### src/rtl/zwe_pkg.sv
package zwe_pkg;

    typedef enum logic {
        ENC_FILL  = 1'b0,
        ENC_FLUSH = 1'b1
    } enc_state_e;

    typedef enum logic {
        DEC_IDLE = 1'b0,
        DEC_RUN  = 1'b1
    } dec_state_e;

endpackage

### src/rtl/zwe_pack.sv
module zwe_pack
    import zwe_pkg::*;
#(
    parameter int WORD_W = 32
) (
    input  logic              clk,
    input  logic              rst_n,
    input  logic              in_valid,
    output logic              in_ready,
    input  logic [WORD_W-1:0] in_data,
    input  logic              in_last,
    output logic              out_valid,
    input  logic              out_ready,
    output logic [WORD_W-1:0] out_data,
    output logic              out_last
);
    localparam int ACC_W  = 2 * WORD_W;
    localparam int FILL_W = $clog2(ACC_W + 1);
    localparam logic [FILL_W-1:0] WORD_BITS = FILL_W'(WORD_W);
    localparam logic [FILL_W-1:0] LONG_LEN  = FILL_W'(WORD_W + 1);

    enc_state_e        state_q, state_d;
    logic [ACC_W-1:0]  acc_q, acc_d;
    logic [FILL_W-1:0] fill_q, fill_d;

    logic              nonzero;
    logic [ACC_W-1:0]  code_aligned;
    logic              in_fire, out_fire;

    // a zero word contributes only a 0 flag, so its aligned pattern is all zero
    assign nonzero      = |in_data;
    assign code_aligned = {nonzero, in_data, {(WORD_W-1){1'b0}}} >> fill_q;
    assign in_fire      = in_valid  && in_ready;
    assign out_fire     = out_valid && out_ready;

    always_ff @(posedge clk or negedge rst_n) begin
        if (!rst_n) begin
            state_q <= ENC_FILL;
            acc_q   <= '0;
            fill_q  <= '0;
        end else begin
            state_q <= state_d;
            acc_q   <= acc_d;
            fill_q  <= fill_d;
        end
    end

    always_comb begin
        state_d = state_q;
        acc_d   = acc_q;
        fill_d  = fill_q;
        unique case (state_q)
            ENC_FILL: begin
                if (out_fire) begin
                    acc_d  = acc_q << WORD_W;
                    fill_d = fill_q - WORD_BITS;
                end else if (in_fire) begin
                    acc_d  = acc_q | code_aligned;
                    fill_d = fill_q + (nonzero ? LONG_LEN : FILL_W'(1));
                    if (in_last) begin
                        state_d = ENC_FLUSH;
                    end
                end
            end
            ENC_FLUSH: begin
                if (out_fire) begin
                    acc_d = acc_q << WORD_W;
                    if (fill_q > WORD_BITS) begin
                        fill_d = fill_q - WORD_BITS;
                    end else begin
                        fill_d  = '0;
                        state_d = ENC_FILL;
                    end
                end
            end
        endcase
    end

    always_comb begin
        in_ready  = 1'b0;
        out_valid = 1'b0;
        out_last  = 1'b0;
        out_data  = acc_q[ACC_W-1 -: WORD_W];
        unique case (state_q)
            ENC_FILL: begin
                in_ready  = (fill_q < WORD_BITS);
                out_valid = (fill_q >= WORD_BITS);
            end
            ENC_FLUSH: begin
                out_valid = (fill_q != '0);
                out_last  = (fill_q <= WORD_BITS);
            end
        endcase
    end

endmodule

### src/rtl/zwe_unpack.sv
module zwe_unpack
    import zwe_pkg::*;
#(
    parameter int WORD_W = 32,
    parameter int CNT_W  = 16
) (
    input  logic              clk,
    input  logic              rst_n,
    input  logic              cmd_valid,
    output logic              cmd_ready,
    input  logic [CNT_W-1:0]  cmd_count,
    input  logic              in_valid,
    output logic              in_ready,
    input  logic [WORD_W-1:0] in_data,
    output logic              out_valid,
    input  logic              out_ready,
    output logic [WORD_W-1:0] out_data,
    output logic              out_last
);
    localparam int ACC_W  = 2 * WORD_W;
    localparam int FILL_W = $clog2(ACC_W + 1);
    localparam logic [FILL_W-1:0] WORD_BITS = FILL_W'(WORD_W);
    localparam logic [FILL_W-1:0] LONG_LEN  = FILL_W'(WORD_W + 1);

    dec_state_e        state_q, state_d;
    logic [ACC_W-1:0]  bits_q, bits_d;
    logic [FILL_W-1:0] avail_q, avail_d;
    logic [CNT_W-1:0]  left_q, left_d;

    logic              head;
    logic              code_whole;
    logic              in_fire, out_fire, cmd_fire;

    assign head       = bits_q[ACC_W-1];
    // a code is complete when its flag is present and, for a flagged word, all 32 data bits too
    assign code_whole = (avail_q != '0) && (!head || (avail_q >= LONG_LEN));
    assign in_fire    = in_valid  && in_ready;
    assign out_fire   = out_valid && out_ready;
    assign cmd_fire   = cmd_valid && cmd_ready;

    always_ff @(posedge clk or negedge rst_n) begin
        if (!rst_n) begin
            state_q <= DEC_IDLE;
            bits_q  <= '0;
            avail_q <= '0;
            left_q  <= '0;
        end else begin
            state_q <= state_d;
            bits_q  <= bits_d;
            avail_q <= avail_d;
            left_q  <= left_d;
        end
    end

    always_comb begin
        state_d = state_q;
        bits_d  = bits_q;
        avail_d = avail_q;
        left_d  = left_q;
        unique case (state_q)
            DEC_IDLE: begin
                if (cmd_fire && (cmd_count != '0)) begin
                    state_d = DEC_RUN;
                    left_d  = cmd_count;
                    bits_d  = '0;
                    avail_d = '0;
                end
            end
            DEC_RUN: begin
                if (out_fire) begin
                    if (left_q == CNT_W'(1)) begin
                        state_d = DEC_IDLE;
                        bits_d  = '0;
                        avail_d = '0;
                        left_d  = '0;
                    end else begin
                        bits_d  = head ? (bits_q << (WORD_W + 1)) : (bits_q << 1);
                        avail_d = avail_q - (head ? LONG_LEN : FILL_W'(1));
                        left_d  = left_q - CNT_W'(1);
                    end
                end else if (in_fire) begin
                    bits_d  = bits_q | ({in_data, {WORD_W{1'b0}}} >> avail_q);
                    avail_d = avail_q + WORD_BITS;
                end
            end
        endcase
    end

    always_comb begin
        cmd_ready = 1'b0;
        in_ready  = 1'b0;
        out_valid = 1'b0;
        out_last  = 1'b0;
        out_data  = head ? bits_q[ACC_W-2 -: WORD_W] : '0;
        unique case (state_q)
            DEC_IDLE: begin
                cmd_ready = 1'b1;
            end
            DEC_RUN: begin
                out_valid = code_whole;
                in_ready  = !code_whole;
                out_last  = (left_q == CNT_W'(1));
            end
        endcase
    end

endmodule

### src/rtl/zwe_codec.sv
module zwe_codec #(
    parameter int WORD_W = 32,
    parameter int CNT_W  = 16
) (
    input  logic              clk,
    input  logic              rst_n,
    input  logic              enc_in_valid,
    output logic              enc_in_ready,
    input  logic [WORD_W-1:0] enc_in_data,
    input  logic              enc_in_last,
    output logic              enc_out_valid,
    input  logic              enc_out_ready,
    output logic [WORD_W-1:0] enc_out_data,
    output logic              enc_out_last,
    input  logic              dec_cmd_valid,
    output logic              dec_cmd_ready,
    input  logic [CNT_W-1:0]  dec_cmd_count,
    input  logic              dec_in_valid,
    output logic              dec_in_ready,
    input  logic [WORD_W-1:0] dec_in_data,
    output logic              dec_out_valid,
    input  logic              dec_out_ready,
    output logic [WORD_W-1:0] dec_out_data,
    output logic              dec_out_last
);

    zwe_pack #(.WORD_W(WORD_W)) u_pack (
        .clk       (clk),
        .rst_n     (rst_n),
        .in_valid  (enc_in_valid),
        .in_ready  (enc_in_ready),
        .in_data   (enc_in_data),
        .in_last   (enc_in_last),
        .out_valid (enc_out_valid),
        .out_ready (enc_out_ready),
        .out_data  (enc_out_data),
        .out_last  (enc_out_last)
    );

    zwe_unpack #(.WORD_W(WORD_W), .CNT_W(CNT_W)) u_unpack (
        .clk       (clk),
        .rst_n     (rst_n),
        .cmd_valid (dec_cmd_valid),
        .cmd_ready (dec_cmd_ready),
        .cmd_count (dec_cmd_count),
        .in_valid  (dec_in_valid),
        .in_ready  (dec_in_ready),
        .in_data   (dec_in_data),
        .out_valid (dec_out_valid),
        .out_ready (dec_out_ready),
        .out_data  (dec_out_data),
        .out_last  (dec_out_last)
    );

endmodule

### config.mk
export PLATFORM = sky130hd
export DESIGN_NAME = zwe_codec
export DESIGN_NICKNAME = d
export VERILOG_FILES = /design/src/rtl/zwe_pkg.sv /design/src/rtl/zwe_pack.sv /design/src/rtl/zwe_unpack.sv /design/src/rtl/zwe_codec.sv
export SDC_FILE = /design/constraint.sdc
export NUM_CORES = 1
export LEC_CHECK = 0
export ABC_AREA = 0
export CAP_MARGIN = 20
export CORE_MARGIN = 2
export CORE_UTILIZATION = 50
export DETAILED_ROUTE_END_ITERATION = 8
export GPL_ROUTABILITY_DRIVEN = 0
export PLACE_DENSITY = 0.73
export REMOVE_ABC_BUFFERS = 1
export SLEW_MARGIN = 20
export SYNTH_ARGS = -nofsm -noshare
export SYNTH_HDL_FRONTEND = slang
export SYNTH_SLANG_ARGS = --single-unit
### constraint.sdc
create_clock -name clk -period 4 [get_ports clk]
set_input_delay 0.4 -clock clk [delete_from_list [all_inputs] [get_ports clk]]
set_output_delay 0.4 -clock clk [all_outputs]
set_load 0.05 [all_outputs]
==> metrics.cfg <==
[outcome]
status=finished with violations
failed_checks=DRC

[sta]
fmax_ghz=0.294
fin_skew_ns=0.0130
rsz0062_at_grt=no
fin_setup_tns_ns=0
worstMarginPinSlew_ns=1.08
slew_viol_final=0
hold_viol=0
fin_crit_ns=3.40
setup_viol=0
worst_slack_ns=0.602
slew_headroom=0.279
finalCritPeriodShare=0.849

[global_route]
grt_pass1_wl_mm=72.7
grt_max_degree=97
antenna_found_initial=0
gr-usage-all-layers=0.325
grt_pass1_vias=12800
grt_overflow=0

[die]
initial_utilization=0.507
rows=60
core_area_mm2=0.0268
dieHeight_um=169
io_pins=159
die-area_mm2=0.0285
die_x_um=169

[clock_network]
clk_path_buf_depth=2
cts_setup_buffers=0
root_buffer=clkbuf_16
path_clk_slew_ns=0.07
postCtsHoldBufs=0
clk_latency_ns=0.44
cts_tree=yes
clkSinkCount=160
htreeDepth=4
cts_buffers=17
postCtsResizedCells=0

[synth]
synth-seq-cells=160
synth_area_mm2=0.0136
ys_warn_count=0
yosysSeqAreaShare=0.295
ys.flop_type=dfrtp_1
synthCells=1569
synth_edf_count=0
synth_cell_types=76
async_reset_ff_frac=1.00
avgSynthCellArea_um2=8.65

[detailed_routing]
drt_iter0_markers=2266
via_per_inst=6.99
wl_mm=47.1
first_pass_iters=9
routedWlPerCell_um=23.7
vias=13900
ant_nets=0
drc_errors=15

[run]
max-cap-violations=0

[placed_design]
dp_slack_ns=0.582
place_hpwl_mm=33.6
io_buffers=158
dp_cells=1960

[critical_path]
startpoint_type=flip-flop
path_class=flip-flop to flip-flop
cp_max_fo=15
rr_startpoint=u_unpack.avail_q[1]
worstPathRequired_ns=4.31
end_kind=flip-flop
arrival_ns=3.71
crit_start=u_unpack.avail_q[1]

[finish]
fillers=2387
drive_gt1_frac=0.132
nets=1738
final_cell_mix=nor2_1 (158), a21oi_1 (158), dfrtp_1 (156)
area_delta_synth_final_pct=16.9
antenna_cells=0
fin_cells=1992

[worst_hold_path]
hold_class=input pin to asynchronous set/reset pin

[pwr]
p_leak_nw=6.25
ir_drop_v=0.000589
p_per_area_mw_per_mm2=980

==> cell usage after synthesis, types with 7 or more instances <==
cell type	n	area [um2]
a2111oi_0	14	123
a211oi_1	34	255
a21o_1	7	52.6
a21oi_1	160	801
a221oi_1	7	61.3
a22oi_1	15	113
a311oi_1	9	78.8
a31oi_1	18	113
and2_1	38	238
buf_1	16	60.1
buf_2	25	125
buf_4	34	255
clkbuf_1	82	308
dfrtp_1	160	4000
ha_1	12	150
inv_1	21	78.8
mux2_1	15	169
mux2_2	47	529
mux2i_1	86	861
mux4_2	66	1490
nand2_1	127	477
nand3_1	19	95.1
nor2_1	159	597
nor2b_1	12	75.1
nor3_1	52	260
nor4_1	23	144
o211ai_1	10	75.1
o21a_1	8	60.1
o21ai_0	38	190
o21ai_1	84	420
o22ai_1	34	213
o2bb2ai_1	12	105
o31a_1	7	61.3
==> cell type report <==
type                            count  area, um2  area share
Inverter                           27        101     0.00639
Tap cell                          341        427      0.0269
Sequential cell                   160       4010       0.253
Timing Repair Buffer              209       1990       0.125
Clock buffer                       20        437      0.0275
Clock inverter                     12        158     0.00994
Multi-Input combinational cell   1223       8750       0.551
==> path summary, 6_finish.rpt <==
check | to | slack, ns | depth (start not counted)
setup / recovery | u_unpack.bits_q[17] | 0.60 | 10
hold reg to reg | u_pack.acc_q[48] | 0.49 | 2
setup reg to reg | u_unpack.bits_q[17] | 0.60 | 10
hold / removal | u_pack.fill_q[2] | 0.10 | 1
min in group clk | u_pack.acc_q[48] | 0.49 | 2
max in group asynchronous | u_unpack.avail_q[0] | 2.94 | 2
==> where the power goes <==
part           total (mW)  leakage, nW  internal, mW  switching [mW]
combinational        10.8         3.94          3.98            6.83
sequential           3.04         2.03          2.32           0.719
clock                1.70        0.293         0.988           0.709
total                15.5         6.25          7.29            8.25
==> state kept, by name, summed over array words and instances (netlist names) <==
signal            cells
u_pack.acc_q         64
u_pack.fill_q         7
u_pack.state_q        1
u_unpack.avail_q      7
u_unpack.bits_q      64
u_unpack.left_q      16
u_unpack.state_q      1
==> worst max-delay path, stage by stage (launching register included) <==
cell,delay (ns)
dfrtp_1,0.38
inv_1,0.19
ha_1,0.26
or4b_1,0.56
o211ai_1,0.36
a21o_1,0.42
buf_4,0.30
buf_4,0.25
o21ai_0,0.14
o32ai_1,0.32
a21oi_1,0.07
==> per-layer routing <==
| layer | part of all wire | GRT usage | up-vias |
|---|---|---|---|
| met4 | 0.044 | 0.120 | 0 |
| met3 | 0.11 | 0.0650 | 182 |
| li1 | - | - | 6080 |
| met1 | 0.40 | 0.464 | 6639 |
| met2 | 0.44 | 0.491 | 1018 |
| met5 | 0 | 0 | - |
==> metrics by stage <==
| step | cell area (um2) | hold WS, ns | total power, mW | util |
|---|---|---|---|---|
| after floorplan | 12800 | 0.104 | 10.0 | - |
| after global placement | 15300 | 0.469 | 13.3 | 0.570 |
| after detailed placement | 15300 | 0.475 | 13.4 | 0.570 |
| after CTS | 15900 | 0.132 | 15.2 | 0.592 |
| after global routing | 15900 | 0.175 | 16.3 | 0.592 |
| final | 15900 | 0.100 | 15.5 | 0.592 |
==> kinds of logic after synthesis <==
family,count (synthesis),synth area share
xor+xnor,3,0.00194
buf+inv,186,0.0642
compound gates,520,0.242
fa+ha+maj,12,0.0111
simple gates,474,0.161
flops,160,0.295
mux,214,0.224
Note: power is estimated with default switching activity, not from simulation.
